===== src/rtl/aic_pkg.sv =====
package aic_pkg;
  // Bit positions inside cause and mask words
  localparam int DONE_BIT = 0;
  localparam int ERR_BIT  = 6;

  // Word addresses
  localparam int A_TX_GO   = 'h000;
  localparam int A_TX_HALT = 'h001;
  localparam int A_RX_GO   = 'h002;
  localparam int A_RX_HALT = 'h003;
  localparam int A_TXSUM   = 'h004;
  localparam int A_RXSUM   = 'h008;
  localparam int A_GLOB    = 'h00C;
  localparam int CH_BASE   = 'h040;
  localparam int CH_STRIDE = 8;   // four cause words, then four mask words
  localparam int MASK_OFS  = 4;
endpackage


===== src/rtl/aic_chan_regs.sv =====
module aic_chan_regs
  import aic_pkg::*;
#(
  parameter int NUM_OUT = 4
) (
  input  logic                      clk,
  input  logic                      rst_n,
  input  logic                      done_p,
  input  logic                      err_p,
  input  logic                      wr_en,
  input  logic [2:0]                wr_sel,
  input  logic                      wr_done,
  input  logic                      wr_err,
  output logic [NUM_OUT-1:0][1:0]   cause_o,
  output logic [NUM_OUT-1:0][1:0]   mask_o,
  output logic [NUM_OUT-1:0]        pend_o
);
  // cause_o[o][0] = descriptor finished, cause_o[o][1] = error
  for (genvar o = 0; o < NUM_OUT; o++) begin : g_out
    logic st_wr, mk_wr;
    assign st_wr = wr_en && (wr_sel == 3'(o));
    assign mk_wr = wr_en && (wr_sel == 3'(o + MASK_OFS));

    always_ff @(posedge clk or negedge rst_n) begin
      if (!rst_n) begin
        cause_o[o] <= '0;
        mask_o[o]  <= '0;
      end else begin
        // a new pulse wins over a simultaneous clear
        cause_o[o][0] <= done_p | (cause_o[o][0] & ~(st_wr & wr_done));
        cause_o[o][1] <= err_p  | (cause_o[o][1] & ~(st_wr & wr_err));
        if (mk_wr) mask_o[o] <= {wr_err, wr_done};
      end
    end

    assign pend_o[o] = |(cause_o[o] & mask_o[o]);
  end
endmodule


===== src/rtl/aic_glob_status.sv =====
module aic_glob_status #(
  parameter int NUM_OUT = 4,
  parameter int GW      = 32
) (
  input  logic                       clk,
  input  logic                       rst_n,
  input  logic [NUM_OUT*GW-1:0]      set_i,
  input  logic [NUM_OUT-1:0]         wr_en,
  input  logic [GW-1:0]              wdata,
  output logic [NUM_OUT-1:0][GW-1:0] stat_o
);
  for (genvar o = 0; o < NUM_OUT; o++) begin : g_out
    logic [GW-1:0] clr;
    assign clr = wr_en[o] ? wdata : '0;
    always_ff @(posedge clk or negedge rst_n) begin
      if (!rst_n) stat_o[o] <= '0;
      else        stat_o[o] <= set_i[o*GW +: GW] | (stat_o[o] & ~clr);
    end
  end
endmodule


===== src/rtl/aic_run_ctrl.sv =====
module aic_run_ctrl #(
  parameter int HALF = 4
) (
  input  logic            clk,
  input  logic            rst_n,
  input  logic            tx_go,
  input  logic            tx_halt,
  input  logic            rx_go,
  input  logic            rx_halt,
  input  logic [HALF-1:0] wmask,
  output logic [HALF-1:0] tx_run,
  output logic [HALF-1:0] rx_run
);
  always_ff @(posedge clk or negedge rst_n) begin
    if (!rst_n) begin
      tx_run <= '0;
      rx_run <= '0;
    end else begin
      if (tx_go)   tx_run <= tx_run | wmask;
      if (tx_halt) tx_run <= tx_run & ~wmask;
      if (rx_go)   rx_run <= rx_run | wmask;
      if (rx_halt) rx_run <= rx_run & ~wmask;
    end
  end
endmodule


===== src/rtl/aic_irq_agg.sv =====
module aic_irq_agg
  import aic_pkg::*;
#(
  parameter int NUM_CH  = 16,  // even, at most 64
  parameter int NUM_OUT = 4,   // at most 4
  parameter int GW      = 32,  // global word width, at most 32
  parameter int ADDR_W  = 10
) (
  input  logic                  clk,
  input  logic                  rst_n,
  input  logic [NUM_CH-1:0]     done_pulse,
  input  logic [NUM_CH-1:0]     err_pulse,
  input  logic [NUM_OUT*GW-1:0] glob_pulse,
  input  logic                  reg_we,
  input  logic [ADDR_W-1:0]     reg_addr,
  input  logic [31:0]           reg_wdata,
  output logic [31:0]           reg_rdata,
  output logic [NUM_OUT-1:0]    irq
);
  localparam int HALF  = NUM_CH / 2;
  localparam int IDX_W = ADDR_W - 3;

  // channel window decode
  logic [ADDR_W-1:0] ch_off;
  logic [IDX_W-1:0]  ch_idx;
  logic [2:0]        ch_sel;
  logic              ch_hit;

  assign ch_off = reg_addr - ADDR_W'(CH_BASE);
  assign ch_idx = ch_off[ADDR_W-1:3];
  assign ch_sel = ch_off[2:0];
  assign ch_hit = (reg_addr >= ADDR_W'(CH_BASE)) && (int'(ch_idx) < NUM_CH);

  logic [NUM_OUT-1:0][1:0] ch_cause [NUM_CH];
  logic [NUM_OUT-1:0][1:0] ch_mask  [NUM_CH];
  logic [NUM_OUT-1:0]      ch_pend  [NUM_CH];

  for (genvar c = 0; c < NUM_CH; c++) begin : g_ch
    aic_chan_regs #(.NUM_OUT(NUM_OUT)) u_chan (
      .clk     (clk),
      .rst_n   (rst_n),
      .done_p  (done_pulse[c]),
      .err_p   (err_pulse[c]),
      .wr_en   (reg_we && ch_hit && (int'(ch_idx) == c)),
      .wr_sel  (ch_sel),
      .wr_done (reg_wdata[DONE_BIT]),
      .wr_err  (reg_wdata[ERR_BIT]),
      .cause_o (ch_cause[c]),
      .mask_o  (ch_mask[c]),
      .pend_o  (ch_pend[c])
    );
  end

  // global words
  logic [NUM_OUT-1:0]         glob_wr;
  logic [NUM_OUT-1:0][GW-1:0] glob_q;

  for (genvar o = 0; o < NUM_OUT; o++) begin : g_gwr
    assign glob_wr[o] = reg_we && (reg_addr == ADDR_W'(A_GLOB + o));
  end

  aic_glob_status #(.NUM_OUT(NUM_OUT), .GW(GW)) u_glob (
    .clk    (clk),
    .rst_n  (rst_n),
    .set_i  (glob_pulse),
    .wr_en  (glob_wr),
    .wdata  (reg_wdata[GW-1:0]),
    .stat_o (glob_q)
  );

  // run flags
  logic [HALF-1:0] tx_run, rx_run;

  aic_run_ctrl #(.HALF(HALF)) u_run (
    .clk     (clk),
    .rst_n   (rst_n),
    .tx_go   (reg_we && (reg_addr == ADDR_W'(A_TX_GO))),
    .tx_halt (reg_we && (reg_addr == ADDR_W'(A_TX_HALT))),
    .rx_go   (reg_we && (reg_addr == ADDR_W'(A_RX_GO))),
    .rx_halt (reg_we && (reg_addr == ADDR_W'(A_RX_HALT))),
    .wmask   (reg_wdata[HALF-1:0]),
    .tx_run  (tx_run),
    .rx_run  (rx_run)
  );

  // summaries: pair n -> even channel into tx, odd channel into rx
  logic [NUM_OUT-1:0][HALF-1:0] tx_sum, rx_sum;

  for (genvar o = 0; o < NUM_OUT; o++) begin : g_sum
    for (genvar n = 0; n < HALF; n++) begin : g_pair
      assign tx_sum[o][n] = ch_pend[2*n][o];
      assign rx_sum[o][n] = ch_pend[2*n+1][o];
    end
    assign irq[o] = (|tx_sum[o]) | (|rx_sum[o]) | (|glob_q[o]);
  end

  // read mux
  always_comb begin
    reg_rdata = '0;
    if (reg_addr == ADDR_W'(A_TX_GO)) reg_rdata = 32'(tx_run);
    if (reg_addr == ADDR_W'(A_RX_GO)) reg_rdata = 32'(rx_run);
    for (int o = 0; o < NUM_OUT; o++) begin
      if (reg_addr == ADDR_W'(A_TXSUM + o)) reg_rdata = 32'(tx_sum[o]);
      if (reg_addr == ADDR_W'(A_RXSUM + o)) reg_rdata = 32'(rx_sum[o]);
      if (reg_addr == ADDR_W'(A_GLOB + o))  reg_rdata = 32'(glob_q[o]);
    end
    for (int c = 0; c < NUM_CH; c++) begin
      for (int o = 0; o < NUM_OUT; o++) begin
        if (ch_hit && (int'(ch_idx) == c) && (int'(ch_sel[1:0]) == o)) begin
          reg_rdata[DONE_BIT] = ch_sel[2] ? ch_mask[c][o][0] : ch_cause[c][o][0];
          reg_rdata[ERR_BIT]  = ch_sel[2] ? ch_mask[c][o][1] : ch_cause[c][o][1];
        end
      end
    end
  end
endmodule


===== config.mk =====
export PLATFORM = sky130hd
export DESIGN_NAME = aic_irq_agg
export DESIGN_NICKNAME = d
export VERILOG_FILES = /design/src/rtl/aic_pkg.sv /design/src/rtl/aic_chan_regs.sv /design/src/rtl/aic_glob_status.sv /design/src/rtl/aic_run_ctrl.sv /design/src/rtl/aic_irq_agg.sv
export SDC_FILE = /design/constraint.sdc
export NUM_CORES = 1
export LEC_CHECK = 0
export ABC_AREA = 1
export BUFFER_PORTS_ARGS = -buffer_cell sky130_fd_sc_hd__buf_2
export CORE_ASPECT_RATIO = 0.6
export CORE_MARGIN = 10
export CORE_UTILIZATION = 55
export CTS_BUF_LIST = sky130_fd_sc_hd__clkbuf_2
export CTS_CLUSTER_SIZE = 16
export DETAILED_ROUTE_END_ITERATION = 10
export PLACE_DENSITY = 0.87
export SYNTH_ARGS = -nofsm -noshare
export SYNTH_HDL_FRONTEND = slang
export SYNTH_HIERARCHICAL = 1
export SYNTH_SLANG_ARGS = --single-unit

===== constraint.sdc =====
create_clock -name clk -period 3.6 [get_ports clk]
set_input_delay 0 -clock clk [delete_from_list [all_inputs] [get_ports clk]]
set_output_delay 0 -clock clk [all_outputs]
set_load 0.02 [all_outputs]

==> results of run 1 <==
-- cell usage after synthesis --
library cell	count	share of area [%]
nor2_4	18	0.92
a22o_1	64	2.5
buf_2	6	0.14
clkbuf_2	2	0.045
a32o_1	3	0.14
or2_2	54	1.5
ha_1	2	0.11
a311o_1	1	0.045
or4_1	1	0.034
a21oi_1	43	0.98
o21ai_1	98	2.2
buf_6	12	0.61
nor3_1	19	0.43
clkbuf_1	35	0.60
or3_1	3	0.085
a221oi_1	9	0.36
o2111ai_1	4	0.16
nand2_1	1315	22
a31oi_1	32	0.91
o21ai_0	40	0.91
nor2_2	6	0.17
a221o_1	7	0.32
nand4_1	65	1.8
dfrtp_1	400	45
xor2_1	1	0.040
nor4_1	51	1.4
buf_1	10	0.17
inv_2	20	0.34
nand2_2	2	0.057
nor3_2	1	0.045
o311ai_0	1	0.040
inv_1	352	6.0
o211ai_1	59	2.0
nand3_1	154	3.5
nor2_1	207	3.5
-- cell families after synthesis --
logic type / after synthesis / synth area share (%)
simple gates: 1896 / 35.96
buf+inv: 437 / 7.890
flops: 400 / 45.38
compound gates: 361 / 10.62
fa+ha+maj: 2 / 0.1134
xor+xnor: 1 / 0.03971
-- per-stage QoR --
step / worst slack [ns] / instance area (um2) / hold slack, ns / TNS (ns) / util, %
CTS: -1.963 / 31420 / 0.0001733 / -3.888 / 79.92
detailed placement: -0.9980 / 25190 / 0.1706 / -1.962 / 64.08
global placement: -0.9018 / 25190 / 0.1668 / -1.790 / 64.08
floorplan: 0.03234 / 22060 / -0.2956 / 0 / -
-- metal layers --
metal | GRT overflow | track usage (%)
met4 | 7 | 53.94
met5 | 0 | 40.33
met1 | 0 | 59.13
met2 | 5 | 71.00
met3 | 0 | 56.78
-- what timing repair did --
item,4_1_cts
gates resized for setup,4
setup endpoints to repair,2
hold buffers,532
endpoints found under the hold margin,800
gates cloned,0
==> results_dict.tcl, run 1 <==
set metrics [dict create \
    postSynthCellCount 3097 \
    netlist_area_um2 22060 \
    start_util_pct 56.11 \
    grt_pass1_vias 33970 \
    grt_max_degree 110 \
    ys_ff_latch 400 \
    die_w_um 278.5 \
    post-cts-setup-buffer-count 0 \
    synthDistinctLibCells 35 \
    syn-num-nets 3304 \
    grt_pass1_wl_um 220300 \
    syn_avg_cell_area_um2 7.122 \
    gp_congestion 1.042 \
    htreeDepth 3 \
    dp_hpwl_um 61040 \
    cts_sinks 400 \
    error_line "[ERROR GRT-0116] Global routing finished with congestion. Check the congestion regions in the DRC Viewer." \
    track_usage_pct 60.78 \
    rows 56 \
    placedCellCount 4000 \
    cts.path.max_buffers 3 \
    yosysSeqAreaShare_pct 45.38 \
    cts_made_buffers 93 \
    cts_root_buf "clkbuf_2" \
    yosys_warnings 6 \
    status "stopped before the end" \
    lastStage "global routing" \
    io_buffers 240 \
    grt_overflow 12 \
    die_h_um 175.1 \
    io_pins 241 \
]
==> inputs of run 2 (changes only) <==
--- a/config.mk
+++ b/config.mk
@@ -7,13 +7,10 @@
 export LEC_CHECK = 0
 export ABC_AREA = 1
 export BUFFER_PORTS_ARGS = -buffer_cell sky130_fd_sc_hd__buf_2
-export CORE_ASPECT_RATIO = 0.6
 export CORE_MARGIN = 10
-export CORE_UTILIZATION = 55
-export CTS_BUF_LIST = sky130_fd_sc_hd__clkbuf_2
-export CTS_CLUSTER_SIZE = 16
+export CORE_UTILIZATION = 40
 export DETAILED_ROUTE_END_ITERATION = 10
-export PLACE_DENSITY = 0.87
+export PLACE_DENSITY_LB_ADDON = 0.15
 export SYNTH_ARGS = -nofsm -noshare
 export SYNTH_HDL_FRONTEND = slang
 export SYNTH_HIERARCHICAL = 1
==> constraint.sdc (replaced) <==
create_clock -name clk -period 4.7 [get_ports clk]
set_input_delay 0 -clock clk [delete_from_list [all_inputs] [get_ports clk]]
set_output_delay 0 -clock clk [all_outputs]
set_load 0.02 [all_outputs]
==> run 2 against run 1 <==
The flow now finishes, with violations (negative setup slack); synthesized cell count is the same; area after synthesis is the same.
==> results_dict.tcl, run 2 <==
set metrics [dict create \
    status "complete, but fails checks" \
    violations "negative setup slack" \
    hold_path_class "in -> async" \
    dr.pass1.iters 6 \
    worst_path_most_repeated_cell "nand2_1" \
    ant_nets 0 \
    placedCellCount 4046 \
    clk_latency_ns 0.59 \
    synth_edf_count 0 \
    netlist_area_um2 22060 \
    antenna_found_initial 6 \
    clkTransAtPathRegs_ns 0.05 \
    ys_ff_latch 400 \
    worstPathRequired_ns 4.70 \
    end_kind "output pin" \
    cp_max_fo 3 \
    syn_avg_cell_area_um2 7.122 \
    fin_crit_ns 5.180 \
    syn2layout_area_growth_pct 31.31 \
    fin_ws_ns -0.4800 \
    hold_ws_ns 0.03996 \
    synth_mux_area_share_pct 0 \
    vias 23650 \
    drive_gt1_share_pct 13.52 \
    cts_tree "done" \
    slowest_stage "dfrtp_1" \
    drt-wirelength-per-cell_um 19.83 \
    cp_slowest_stage_delay_ns 0.40 \
    relSlewSlack_pct 37.39 \
    synth_ff_type "dfrtp_1" \
    drcViolationCount 0 \
    final_core_util_pct 52.78 \
    cp_data_arrival_time_ns 5.18 \
    dp_hpwl_um 61730 \
    synth_common_cells "nand2_1 (1,315), dfrtp_1 (400), inv_1 (352)" \
    synth.top_cell.area_share_pct 45.38 \
    synth_simple_gate_area_share_pct 35.96 \
    synthAdderAreaFrac_pct 0.1134 \
    cts.path.max_buffers 3 \
    dieArea_um2 64940 \
    drv_cap 0 \
    finalHoldViolCount 0 \
    slew_viol_final 0 \
    grt_overflow 0 \
    track_usage_pct 26.75 \
    cts_made_buffers 48 \
    tightest_slew_ns 0.9391 \
    syn-num-nets 3304 \
    die_h_um 254.8 \
    cts_sinks 400 \
    fin_skew_ns 0 \
    synth_most_common_cell "nand2_1" \
    yosys_warnings 6 \
    io_buffers 240 \
    synth_top_cell_by_area "dfrtp_1" \
    drt_iter0_drc 2422 \
    vias_per_cell 5.342 \
    core_um2 54880 \
    rsz0062_at_grt "yes" \
    start_kind "flop" \
    largest_registers "g_ch.u_chan/cause_o x128, g_ch.u_chan/mask_o x128, u_glob/stat_o x128" \
    crit_type "reg -> out" \
    r2r_setup_slack_ns 3.39 \
    final_cell_mix "nand2_1 (1,313), dfrtp_1 (400), inv_1 (352)" \
    grt_pass1_vias 23340 \
    final_nets 3889 \
    final_cells 4427 \
    io_pins 241 \
    yosysSeqAreaShare_pct 45.38 \
    synth_compound_area_share_pct 10.62 \
    grt_max_degree 163 \
    start_util_pct 40.19 \
    vdd_drop_max_uv 248.1 \
    setup_viol 2 \
    async_reset_ff_share_pct 100.0 \
    dpl_worst_slack_ns -0.04973 \
    synthDistinctLibCells 35 \
    gp_congestion 0.9799 \
    grt_pass1_wl_um 135600 \
    synth_area_leaders "dfrtp_1 (45%), nand2_1 (22%), inv_1 (6.0%), nor2_1 (3.5%), nand3_1 (3.5%)" \
    rows 86 \
    power_density_nw_per_um2 283.2 \
    postSynthCellCount 3097 \
    power_leakage_nw 13.87 \
    cts_root_buf "clkbuf_16" \
    max_freq_mhz 193.1 \
    synth_top_family_by_area "simple AND/OR/NAND/NOR gates" \
    post-route-period-util_pct 110.2 \
    die_w_um 254.8 \
    synth-xor-area-share_pct 0.03971 \
    drt_wl_total_um 87770 \
    htreeDepth 2 \
    final_common_cell "nand2_1" \
]
==> run 2: cell counts after synthesis <==
No cell type changed its count.
==> run 2: layer usage <==
| layer | part of all wire, % | vias to the layer above | GRT usage (%) |
|---|---|---|---|
| li1 | - | 11160 | - |
| met1 | 43 | 11260 | 36.04 |
| met3 | 8.7 | 153 | 4.670 |
| met5 | 0.013 | - | 0 |
| met4 | 3.0 | 2 | 8.688 |
| met2 | 46 | 1082 | 43.05 |
==> run 2: timing repair <==
item,CTS,global route
setup buffers,2,0
endpoints found under the hold margin,378,0
pin swaps,4,5
setup endpoints to repair,2,2
hold buffers,288,0
gates resized for setup,5,0
==> run 2: worst paths after layout <==
check                                      startpoint                         end  depth (start not counted)
setup / recovery            g_ch[12].u_chan/mask_o[2]                reg_rdata[6]                         52
hold / removal                                  rst_n   g_ch[15].u_chan/mask_o[5]                          2
setup reg to reg                    u_glob/stat_o[35]           u_glob/stat_o[35]                          3
hold reg to reg            g_ch[12].u_chan/cause_o[3]  g_ch[12].u_chan/cause_o[3]                          2
max in group asynchronous                       rst_n   g_ch[2].u_chan/cause_o[0]                          3
min in group clk                               reg_we                        flop                          6
==> run 2: metrics by stage <==
step                      power, W  area (um2)  setup TNS (ns)
after global routing      0.008478       28960          -2.093
after global placement    0.004228       24390        -0.02498
after floorplan           0.003812       22060               0
after CTS                 0.008249       28960          -1.029
final                     0.008201       28960         -0.9424
after detailed placement  0.004231       24390        -0.04973
==> run 2: area by class of cell <==
class | count | area, um2
repair buffers | 600 | 4690
clock buffers | 68 | 1428
fillers | 5266 | 25910
diodes | 3 | 7.507
clock inverters | 20 | 220.2
inverters | 372 | 1398
well taps | 704 | 880.8
flip-flops and latches | 400 | 10010
multi-input cells | 2260 | 10330
==> run 2: kinds of logic after synthesis <==
group,after synthesis
simple gates,1896
buf+inv,437
xor+xnor,1
fa+ha+maj,2
compound gates,361
flops,400
==> run 2: worst max-delay path: cells and delay by family (launching register included) <==
family	cells	cell delay, ns
compound gates	1	0.29
buf+inv	2	0.21
flops	1	0.40
simple gates	49	3.70
==> run 2: report_power, final <==
group	switching (W)	total (W)	leakage, nW	internal [W]
logic	0.000520	0.000806	8.88	0.000286
clock network	0.00157	0.00391	0.822	0.00233
registers	0.0000201	0.00349	4.16	0.00347
No activity file was read; power rests on OpenSTA's default activity.
==> inputs of run 3 (changes only) <==
==> constraint.sdc (replaced) <==
create_clock -name clk -period 4.43 [get_ports clk]
set_input_delay 0 -clock clk [delete_from_list [all_inputs] [get_ports clk]]
set_output_delay 0 -clock clk [all_outputs]
set_load 0.02 [all_outputs]
==> run 3 against run 2 <==
The run still ends with negative setup slack left; die area unchanged; clock power up 6.4%; worst setup slack worse by 0.27 ns; register-to-register slack worse by 0.24 ns; power up 6.5%; final cell count up 2.0%; final area up 2.4%; sequential power up 6.0%; utilization up 1.3 points; non-clock buffer count up 92; via count up 1.9%; critical path type unchanged; largest cell class unchanged; highest routed layer unchanged.
==> results_dict.tcl, run 3 (synthesis results as in run 2) <==
set metrics [dict create \
    cp_slowest_stage_delay_ns 0.38 \
    seqPwrFrac_pct 42.4 \
    setup_viol 2 \
    syn2layout_area_growth_pct 34.43 \
    post_dp_cell_area_um2 25100 \
    swShare_pct 25.67 \
    hold_path_class "in -> async" \
    final_common_cell "nand2_1" \
    drt_iter0_drc 2221 \
    clkTransAtPathRegs_ns 0.06 \
    fin_skew_ns 0 \
    dr.pass1.iters 6 \
    cp_top_family "simple AND/OR/NAND/NOR gates" \
    r2r_setup_slack_ns 3.15 \
    drt-wirelength-per-cell_um 19.55 \
    p_comb_share_pct 10.1 \
    drt_wl_total_um 88300 \
    end_kind "output pin" \
    power_density_nw_per_um2 294.6 \
    cp_max_fo 2 \
    drcViolationCount 0 \
    crit_type "reg -> out" \
    die_w_um 254.8 \
    vdd_drop_max_uv 280.4 \
    r2r-end "u_glob/stat_o[7]" \
    rows 86 \
    slew_viol_final 0 \
    core_um2 54880 \
    dieArea_um2 64940 \
    final_cell_mix "nand2_1 (1,313), dfrtp_1 (400), inv_1 (352)" \
    start_util_pct 40.19 \
    cts_made_buffers 47 \
    final_nets 3980 \
    worst_path_most_repeated_cell "nand2_1" \
    cp_data_arrival_time_ns 5.18 \
    worstPathRequired_ns 4.43 \
    post-cts-setup-buffer-count 0 \
    p_clk_share_pct 47.6 \
    cp_num_buf_inv 2 \
    drive_gt1_share_pct 15.54 \
    ant_nets 0 \
    cts_sinks 400 \
    drv_cap 0 \
    final_cell_area_um2 29650 \
    largest_registers "g_ch.u_chan/cause_o x128, g_ch.u_chan/mask_o x128, u_glob/stat_o x128" \
    dpl_worst_slack_ns -0.2804 \
    cts.path.max_buffers 3 \
    htreeDepth 2 \
    power_leakage_nw 14.30 \
    dp_hpwl_um 61890 \
    timing.rr.start "u_glob/stat_o[7]" \
    grt_pass1_vias 23500 \
    grt_overflow 0 \
    vias 24090 \
    max_freq_mhz 193.2 \
    fin_crit_ns 5.175 \
    grt_max_degree 103 \
    antenna_found_initial 5 \
    fin_ws_ns -0.7453 \
    die_h_um 254.8 \
    io_buffers 240 \
    tightest_slew_ns 1.074 \
    status "complete, but fails checks" \
    io_pins 241 \
    gp_congestion 0.9497 \
    num-fill-cells 5094 \
    cell_internal_pwr_w 0.006494 \
    r2r_cells 3 \
    worst-path-stages 52 \
    violations "negative setup slack" \
    start_kind "flop" \
    cts_root_buf "clkbuf_16" \
    rsz0062_at_grt "yes" \
    relSlewSlack_pct 28.38 \
    clk_latency_ns 0.58 \
    vias_per_cell 5.335 \
    grt_pass1_wl_um 136700 \
    finalHoldViolCount 0 \
    track_usage_pct 26.86 \
    post-route-period-util_pct 116.8 \
    slowest_stage "dfrtp_1" \
    switching_power_w 0.002242 \
    hold_ws_ns 0.008386 \
    cts_tree "done" \
]
==> run 3: changes by cell type in the layout (fill, tap and decap cells not counted), sizes merged <==
| cell | delta |
|---|---|
| clkinv | +1 |
| bufinv | +2 |
| clkbuf | -5 |
| clkinvlp | -1 |
| buf | +92 |
==> run 3: power groups by stage <==
stage	logic, W	registers, W	clock network (W)
2_1_floorplan	0.000284	0.00376	0
3_3_place_gp	0.000738	0.00376	0
3_5_place_dp	0.000745	0.00377	0
4_1_cts	0.000865	0.00370	0.00423
5_1_grt	0.000953	0.00370	0.00439
6_report	0.000880	0.00370	0.00416
==> run 3: worst max path at each step <==
stage / startpoint / endpoint / slack [ns]
2_1_floorplan: g_ch[0].u_chan/mask_o[2] / reg_rdata[0] / 0.86
5_1_grt: g_ch[0].u_chan/mask_o[2] / reg_rdata[0] / -1.43
3_3_place_gp: reg_addr[6] / reg_rdata[0] / -0.22
4_1_cts: g_ch[12].u_chan/mask_o[0] / reg_rdata[6] / -0.79
6_report: g_ch[12].u_chan/mask_o[0] / reg_rdata[6] / -0.75
3_5_place_dp: reg_addr[7] / reg_rdata[6] / -0.28
==> run 3: area by class of cell <==
| type | count | area, um2 | share of cell area (%) |
|---|---|---|---|
| multi-input combinational | 2260 | 10320 | 34.82 |
| sequential | 400 | 10010 | 33.76 |
| timing repair buffer | 692 | 5374 | 18.12 |
| inverter | 372 | 1398 | 4.713 |
| clock buffer | 63 | 1346 | 4.540 |
| tap | 704 | 880.8 | 2.971 |
| clock inverter | 22 | 310.3 | 1.047 |
| antenna | 3 | 7.507 | 0.02532 |
==> run 3: per-stage QoR <==
stage	power, W	util, %	TNS (ns)	cells
global route	0.009047	54.03	-2.794	4516
global placement	0.004503	45.74	-0.3899	4140
CTS	0.008796	54.02	-1.563	4513
finish	0.008736	54.03	-1.462	4516
detailed placement	0.004510	45.74	-0.5365	4140
floorplan	0.004044	-	0	3097
==> run 3: repair_timing <==
item	in CTS	in global routing
hold buffers	288	0
pin swaps	0	2
hold endpoints to repair	358	0
gates resized for setup	2	0
endpoints found under the setup margin	2	2
==> run 3: per-layer routing <==
layer  track usage [%]  wire [um]
met5                 0         29
met4             9.878       2961
met3             4.731       7733
met2             42.05      39430
met1             36.69      38150
